File: src/rtl/split_tlb.sv
module split_tlb #(
  parameter int VA_W = 26,
  parameter int PG_W = 12,
  parameter int PPN_W = 8,
  parameter int I_IDX_W = 2,
  parameter int D_IDX_W = 3,
  parameter int CNT_W = 32,
  parameter logic [15:0] LFSR_SEED = 16'hACE1,
  localparam int VPN_W = VA_W - PG_W
) (
  input  logic               clk,
  input  logic               rst_n,
  input  logic               flush,
  input  logic               lk_valid,
  input  logic               lk_is_instr,
  input  logic               lk_is_write,
  input  logic [VA_W-1:0]    lk_vaddr,
  input  logic               fill_valid,
  input  logic               fill_is_instr,
  input  logic [VPN_W-1:0]   fill_vpn,
  input  logic [PPN_W-1:0]   fill_ppn,
  output logic               rsp_valid,
  output logic               rsp_hit,
  output logic               rsp_is_instr,
  output logic               rsp_is_write,
  output logic [VPN_W-1:0]   rsp_vpn,
  output logic [PPN_W+PG_W-1:0] rsp_paddr,
  output logic [CNT_W-1:0]   icnt_access,
  output logic [CNT_W-1:0]   icnt_hit,
  output logic [CNT_W-1:0]   dcnt_access,
  output logic [CNT_W-1:0]   dcnt_hit
);

  localparam int WAYS    = 4;
  localparam int I_SETS  = 1 << I_IDX_W;
  localparam int D_SETS  = 1 << D_IDX_W;
  localparam int I_TAG_W = VPN_W - I_IDX_W;
  localparam int D_TAG_W = VPN_W - D_IDX_W;

  function automatic logic [1:0] low_way(input logic [WAYS-1:0] v);
    logic [1:0] r;
    r = 2'd0;
    for (int k = WAYS - 1; k >= 0; k--)
      if (v[k]) r = 2'(k);
    return r;
  endfunction

  function automatic logic [CNT_W-1:0] sat_inc(input logic [CNT_W-1:0] c);
    return (&c) ? c : c + 1'b1;
  endfunction

  logic [WAYS-1:0]    i_vld [I_SETS];
  logic [I_TAG_W-1:0] i_tag [I_SETS][WAYS];
  logic [PPN_W-1:0]   i_ppn [I_SETS][WAYS];
  logic [1:0]         i_age [I_SETS][WAYS];
  logic [WAYS-1:0]    d_vld [D_SETS];
  logic [D_TAG_W-1:0] d_tag [D_SETS][WAYS];
  logic [PPN_W-1:0]   d_ppn [D_SETS][WAYS];
  logic [15:0]        lfsr;

  logic [VPN_W-1:0]   lk_vpn;
  logic [I_IDX_W-1:0] i_lset, i_fset;
  logic [D_IDX_W-1:0] d_lset, d_fset;

  assign lk_vpn = lk_vaddr[VA_W-1:PG_W];
  assign i_lset = lk_vpn[I_IDX_W-1:0];
  assign d_lset = lk_vpn[D_IDX_W-1:0];
  assign i_fset = fill_vpn[I_IDX_W-1:0];
  assign d_fset = fill_vpn[D_IDX_W-1:0];

  logic [WAYS-1:0] i_lhit_v, d_lhit_v, i_fmatch_v, d_fmatch_v, i_lru_v;

  for (genvar w = 0; w < WAYS; w++) begin : g_way
    assign i_lhit_v[w]   = i_vld[i_lset][w] && (i_tag[i_lset][w] == lk_vpn[VPN_W-1:I_IDX_W]);
    assign d_lhit_v[w]   = d_vld[d_lset][w] && (d_tag[d_lset][w] == lk_vpn[VPN_W-1:D_IDX_W]);
    assign i_fmatch_v[w] = i_vld[i_fset][w] && (i_tag[i_fset][w] == fill_vpn[VPN_W-1:I_IDX_W]);
    assign d_fmatch_v[w] = d_vld[d_fset][w] && (d_tag[d_fset][w] == fill_vpn[VPN_W-1:D_IDX_W]);
    assign i_lru_v[w]    = (i_age[i_fset][w] == 2'd3);
  end

  logic       i_lhit, d_lhit, lk_hit;
  logic [1:0] i_lway, d_lway, i_fway, d_fway;
  logic [PPN_W-1:0] lk_ppn;

  assign i_lhit = |i_lhit_v;
  assign d_lhit = |d_lhit_v;
  assign i_lway = low_way(i_lhit_v);
  assign d_lway = low_way(d_lhit_v);
  assign lk_hit = lk_is_instr ? i_lhit : d_lhit;
  assign lk_ppn = lk_is_instr ? i_ppn[i_lset][i_lway] : d_ppn[d_lset][d_lway];

  assign i_fway = (|i_fmatch_v)      ? low_way(i_fmatch_v) :
                  (~&i_vld[i_fset])  ? low_way(~i_vld[i_fset]) : low_way(i_lru_v);
  assign d_fway = (|d_fmatch_v)      ? low_way(d_fmatch_v) :
                  (~&d_vld[d_fset])  ? low_way(~d_vld[d_fset]) : lfsr[1:0];

  logic i_fill, d_fill, d_rand_use;
  assign i_fill     = fill_valid && fill_is_instr && !flush;
  assign d_fill     = fill_valid && !fill_is_instr && !flush;
  assign d_rand_use = d_fill && !(|d_fmatch_v) && (&d_vld[d_fset]);

  logic               i_tch_en;
  logic [I_IDX_W-1:0] i_tch_set;
  logic [1:0]         i_tch_way, i_tch_age;
  assign i_tch_en  = i_fill || (lk_valid && lk_is_instr && i_lhit);
  assign i_tch_set = i_fill ? i_fset : i_lset;
  assign i_tch_way = i_fill ? i_fway : i_lway;
  assign i_tch_age = i_age[i_tch_set][i_tch_way];

  always_ff @(posedge clk or negedge rst_n) begin
    if (!rst_n) begin
      for (int s = 0; s < I_SETS; s++) begin
        i_vld[s] <= '0;
        for (int w = 0; w < WAYS; w++) i_age[s][w] <= 2'(w);
      end
    end else if (flush) begin
      for (int s = 0; s < I_SETS; s++) begin
        i_vld[s] <= '0;
        for (int w = 0; w < WAYS; w++) i_age[s][w] <= 2'(w);
      end
    end else begin
      if (i_fill) i_vld[i_fset][i_fway] <= 1'b1;
      if (i_tch_en)
        for (int w = 0; w < WAYS; w++) begin
          if (2'(w) == i_tch_way) i_age[i_tch_set][w] <= 2'd0;
          else if (i_age[i_tch_set][w] < i_tch_age) i_age[i_tch_set][w] <= i_age[i_tch_set][w] + 2'd1;
        end
    end
  end

  always_ff @(posedge clk) begin
    if (i_fill) begin
      i_tag[i_fset][i_fway] <= fill_vpn[VPN_W-1:I_IDX_W];
      i_ppn[i_fset][i_fway] <= fill_ppn;
    end
    if (d_fill) begin
      d_tag[d_fset][d_fway] <= fill_vpn[VPN_W-1:D_IDX_W];
      d_ppn[d_fset][d_fway] <= fill_ppn;
    end
  end

  always_ff @(posedge clk or negedge rst_n) begin
    if (!rst_n) begin
      for (int s = 0; s < D_SETS; s++) d_vld[s] <= '0;
      lfsr <= LFSR_SEED;
    end else if (flush) begin
      for (int s = 0; s < D_SETS; s++) d_vld[s] <= '0;
    end else if (d_fill) begin
      d_vld[d_fset][d_fway] <= 1'b1;
      if (d_rand_use) lfsr <= {lfsr[14:0], lfsr[15] ^ lfsr[13] ^ lfsr[12] ^ lfsr[10]};
    end
  end

  always_ff @(posedge clk or negedge rst_n) begin
    if (!rst_n) begin
      icnt_access <= '0;
      icnt_hit    <= '0;
      dcnt_access <= '0;
      dcnt_hit    <= '0;
    end else if (lk_valid) begin
      if (lk_is_instr) begin
        icnt_access <= sat_inc(icnt_access);
        if (i_lhit) icnt_hit <= sat_inc(icnt_hit);
      end else begin
        dcnt_access <= sat_inc(dcnt_access);
        if (d_lhit) dcnt_hit <= sat_inc(dcnt_hit);
      end
    end
  end

  always_ff @(posedge clk or negedge rst_n) begin
    if (!rst_n) begin
      rsp_valid    <= 1'b0;
      rsp_hit      <= 1'b0;
      rsp_is_instr <= 1'b0;
      rsp_is_write <= 1'b0;
      rsp_vpn      <= '0;
      rsp_paddr    <= '0;
    end else begin
      rsp_valid <= lk_valid;
      if (lk_valid) begin
        rsp_hit      <= lk_hit;
        rsp_is_instr <= lk_is_instr;
        rsp_is_write <= lk_is_write;
        rsp_vpn      <= lk_vpn;
        rsp_paddr    <= lk_hit ? {lk_ppn, lk_vaddr[PG_W-1:0]} : '0;
      end
    end
  end

endmodule

File: config.mk
export PLATFORM = sky130hd
export DESIGN_NAME = split_tlb
export DESIGN_NICKNAME = d
export VERILOG_FILES = /design/src/rtl/split_tlb.sv
export SDC_FILE = /design/constraint.sdc
export NUM_CORES = 2
export LEC_CHECK = 0
export ABC_AREA = 1
export ABC_CLOCK_PERIOD_IN_PS = 7390
export BUFFER_PORTS_ARGS = -buffer_cell sky130_fd_sc_hd__buf_2
export CAP_MARGIN = 20
export CELL_PAD_IN_SITES_DETAIL_PLACEMENT = 1
export CELL_PAD_IN_SITES_GLOBAL_PLACEMENT = 2
export CORE_MARGIN = 4
export CORE_UTILIZATION = 45
export CTS_BUF_LIST = sky130_fd_sc_hd__clkbuf_4
export DETAILED_ROUTE_END_ITERATION = 16
export PLACE_DENSITY_LB_ADDON = 0.1
export SYNTH_ARGS = -nofsm -noshare
export SYNTH_HDL_FRONTEND = slang
export SYNTH_SLANG_ARGS = --single-unit
File: constraint.sdc
create_clock -name clk -period 7.39 [get_ports clk]
set_input_delay 2.217 -clock clk [delete_from_list [all_inputs] [get_ports clk]]
set_output_delay 2.217 -clock clk [all_outputs]
set_load 0.03 [all_outputs]
==> results_dict.tcl <==
set metrics [dict create \
    crit_arrival_ns 6.52 \
    track_usage_pct 32.4 \
    maxCapViolations 0 \
    cp-start-kind "input port" \
    clk_pin_slew_ns 0.06 \
    drc 0 \
    min_period_ns 5.38 \
    setup_tns_ns 0 \
    vias_per_cell 5.90 \
    hold-worst-slack_ns 0.461 \
    rsz0062_at_grt "false" \
    dp.final_hpwl_mm 143 \
    setup_viol 0 \
    syn_avg_cell_area_um2 9.47 \
    root_buffer "clkbuf_4" \
    syn_nets 6195 \
    cts_htree_levels 5 \
    finalHoldViolations 0 \
    drive_gt1_share_pct 16.1 \
    ys_seq_area_share_pct 59.3 \
    routed-via-count 50000 \
    cts_resized 0 \
    io_pins 222 \
    slew_violations 0 \
    cts_tree "done" \
    multi_input_area_um2 21000 \
    power.share.switching_pct 28.4 \
    min_from "lfsr[6]" \
    dr.pass1.iters 5 \
    numCtsBuffers 344 \
    clock_latency_ns 1.29 \
    drt-total-wl_mm 223 \
    fin_crit_sh_pct 72.8 \
    syn2layout_area_growth_pct 13.1 \
    worstMarginPinSlew_ns 1.10 \
    core_um2 128000 \
    leakage_nw 26.6 \
    cp-startpoint "lk_vaddr[12]" \
    grt_pass1_vias 51600 \
    initial_core_util_pct 45.4 \
    fillers 14800 \
    seq_area_um2 34500 \
    yosys_warnings 0 \
    hold_class "reg2reg" \
    grt_max_degree 159 \
    dieArea_um2 135000 \
    die_x_um 367 \
    p_int_mw 10.9 \
    r2r-start "d_tag[1][13]" \
    worstSetupPathType "in2reg" \
    grt_overflow 0 \
    netlist_instances 6135 \
    cts_hold_buf 0 \
    synth_area_um2 58100 \
    cts_buffer_depth 4 \
    cp_max_fo 86 \
    netSwitchingPower_mw 4.33 \
    antenna_found_initial 4 \
    finalNetCount 6620 \
    clkSinkCount 1190 \
    first_iter_violations 4520 \
    peakVddDrop_mv 0.169 \
    rows 131 \
    io_buffer_count 221 \
    place_congestion 0.890 \
    slew_headroom_pct 26.3 \
    powerDensity_nw_per_um2 232 \
    max_freq_mhz 186 \
    end_kind "register" \
    worstPathRequired_ns 8.53 \
    p_clk_share_pct 39.5 \
    status "complete, no violations" \
    combinationalPowerShare_pct 11.6 \
    ys_types 62 \
    ys_ff_latch 1190 \
    grt_pass1_wl_mm 330 \
    clock_skew_ns 0.105 \
    avgRoutedWirePerCell_um 26.3 \
    die_h_um 367 \
    post_cts_buffers 0 \
    p_seq_share_pct 48.9 \
    drtAntennaViolNets 0 \
]
-- cell type report --
cell class                      instances  area share (%)
Antenna cell                           10          0.0381
Timing Repair Buffer                  409            4.32
Clock inverter                         87           0.554
Tap cell                             1662            3.16
Inverter                              317            1.84
Sequential cell                      1190            52.4
Multi-Input combinational cell       4298            31.9
Clock buffer                          499            5.70
-- through the flow --
stage	setup WS [ns]	instance area [um2]	std cells	utilization, %	power [mW]
2_1_floorplan	1.83	58100	6135	-	8.60
3_3_place_gp	0.955	61600	7876	48.2	9.32
3_5_place_dp	0.795	61600	7876	48.2	9.35
4_1_cts	2.14	65700	8462	51.4	15.4
5_1_grt	1.83	65700	8468	51.4	15.9
6_report	2.01	65700	8472	51.4	15.3
-- Yosys cell counts (all sizes together) --
master      n  area (um2)
o22ai     121         757
a22o        4        35.0
or3         1        6.26
a22oi     127         953
inv       310        1170
and3        2        12.5
a211oi      2        15.0
nand4      45         282
xor2      144        1280
o21ai     562        2810
a32oi       1        8.76
o2111ai    34         298
buf       184        1030
nand3     448        2310
a21boi      1        7.51
nor3b       3        22.5
or2         8        50.1
dfrtp     238        5960
nand3b      7        52.6
clkinv      7        26.3
edfxtp    928       27900
a221oi      5        73.8
and2        4        25.0
nor4       26         163
mux2        1        11.3
o221ai     56         503
xnor2      38         333
nor3       72         377
nor2      633        2460
o31ai      18         135
o211ai     21         158
o2bb2ai    19         166
a311oi      1        8.76
dfstp      24         631
a21oi     128         652
nand2    1736        6610
clkbuf    146         551
ha          4        50.1
a31oi       8        50.1
a32o       17         170
o21a        1        7.51
-- critical path: stages --
cell	delay, ns
buf_8	0.19
inv_8	0.47
buf_4	0.48
nand2_1	0.09
nand3_1	0.14
nand2_1	0.08
xor2_1	0.17
nor2_1	0.15
nand2_1	0.06
nor2_1	0.09
nand2_1	0.32
nand2_4	0.26
nand2_4	0.16
nand2_1	0.15
nand2_2	0.16
nor2_2	0.32
inv_2	0.16
nand2_1	0.15
o21ai_0	0.11
inv_1	0.09
nand2_1	0.11
nor2_1	0.11
nand2_1	0.06
nand2_1	0.06
-- routing by layer --
metal,global-route usage [%],part of all wire [%],vias up
met4,13.5,4.2,0
li1,-,-,22300
met2,52.9,47,2104
met5,0,0,-
met3,5.88,7.7,503
met1,42.7,41,25000
-- final timing paths --
check | slack [ns] | end | cells past startpoint
max in group asynchronous | 5.14 | rsp_paddr[0] | 2
min in group asynchronous | 0.86 | i_vld[6] | 1
worst min register to register | 0.46 | lfsr[7] | 2
worst min-delay path | 0.46 | lfsr[7] | 2
worst max register to register | 3.74 | rsp_paddr[19] | 15
worst max-delay path | 2.01 | i_age[10] | 24
-- cells in the final DEF (no fill, tap or decap), drive strengths merged, types with 2 or more instances in the layout --
master   synthesis  layout
edfxtp         928     928
or2              8       8
a211oi           2       2
a22oi          127     127
nor3            72      72
o21ai          562     562
o211ai          21      21
ha               4       4
a31oi            8       8
nor4            26      26
o2111ai         34      34
buf            184     409
o221ai          56      56
o22ai          121     121
xnor2           38      38
diode            0      10
a221oi           5       5
nand4           45      45
and3             2       2
xor2           144     144
clkbuf         146     499
a22o             4       4
and2             4       4
nand2         1736    1736
inv            310     313
o2bb2ai         19      19
a32o            17      17
nor3b            3       3
a21oi          128     128
o31ai           18      18
nand3          448     448
dfrtp          238     238
clkinv           7      90
nor2           633     633
nand3b           7       7
dfstp           24      24
-- power by group through the flow --
| stage | combinational, mW | sequential (mW) | clock, mW |
|---|---|---|---|
| 2_1_floorplan | 0.961 | 7.64 | 0 |
| 3_3_place_gp | 1.72 | 7.59 | 0 |
| 3_5_place_dp | 1.75 | 7.59 | 0 |
| 4_1_cts | 1.76 | 7.46 | 6.18 |
| 5_1_grt | 1.92 | 7.47 | 6.55 |
| 6_report | 1.77 | 7.46 | 6.02 |
-- sequential cells by signal (all words and copies together) (netlist names), 14 cells and up --
| register | count |
|---|---|
| d_vld | 32 |
| dcnt_access | 32 |
| i_vld | 16 |
| icnt_access | 32 |
| i_tag | 192 |
| dcnt_hit | 32 |
| d_ppn | 256 |
| lfsr | 16 |
| d_tag | 352 |
| i_age | 32 |
| rsp_vpn | 14 |
| icnt_hit | 32 |
| i_ppn | 128 |
| rsp_paddr | 20 |
-- logic make-up (layout without fill, tap and decap cells) --
| kind of cell | Yosys count | in the layout | share of synthesized area, % |
|---|---|---|---|
| AOI/OAI and AO/OA | 1126 | 1126 | 11.7 |
| buffers and inverters | 647 | 1312 | 4.78 |
| and+or+nand+nor | 2985 | 2985 | 21.3 |
| other | 0 | 10 | 0 |
| adders and majority gates | 4 | 4 | 0.0862 |
| xor gates and xnor gates | 182 | 182 | 2.77 |
| muxes | 1 | 1 | 0.0194 |
| DFF | 1190 | 1190 | 59.3 |
No activity file was read; power rests on OpenSTA's default activity.
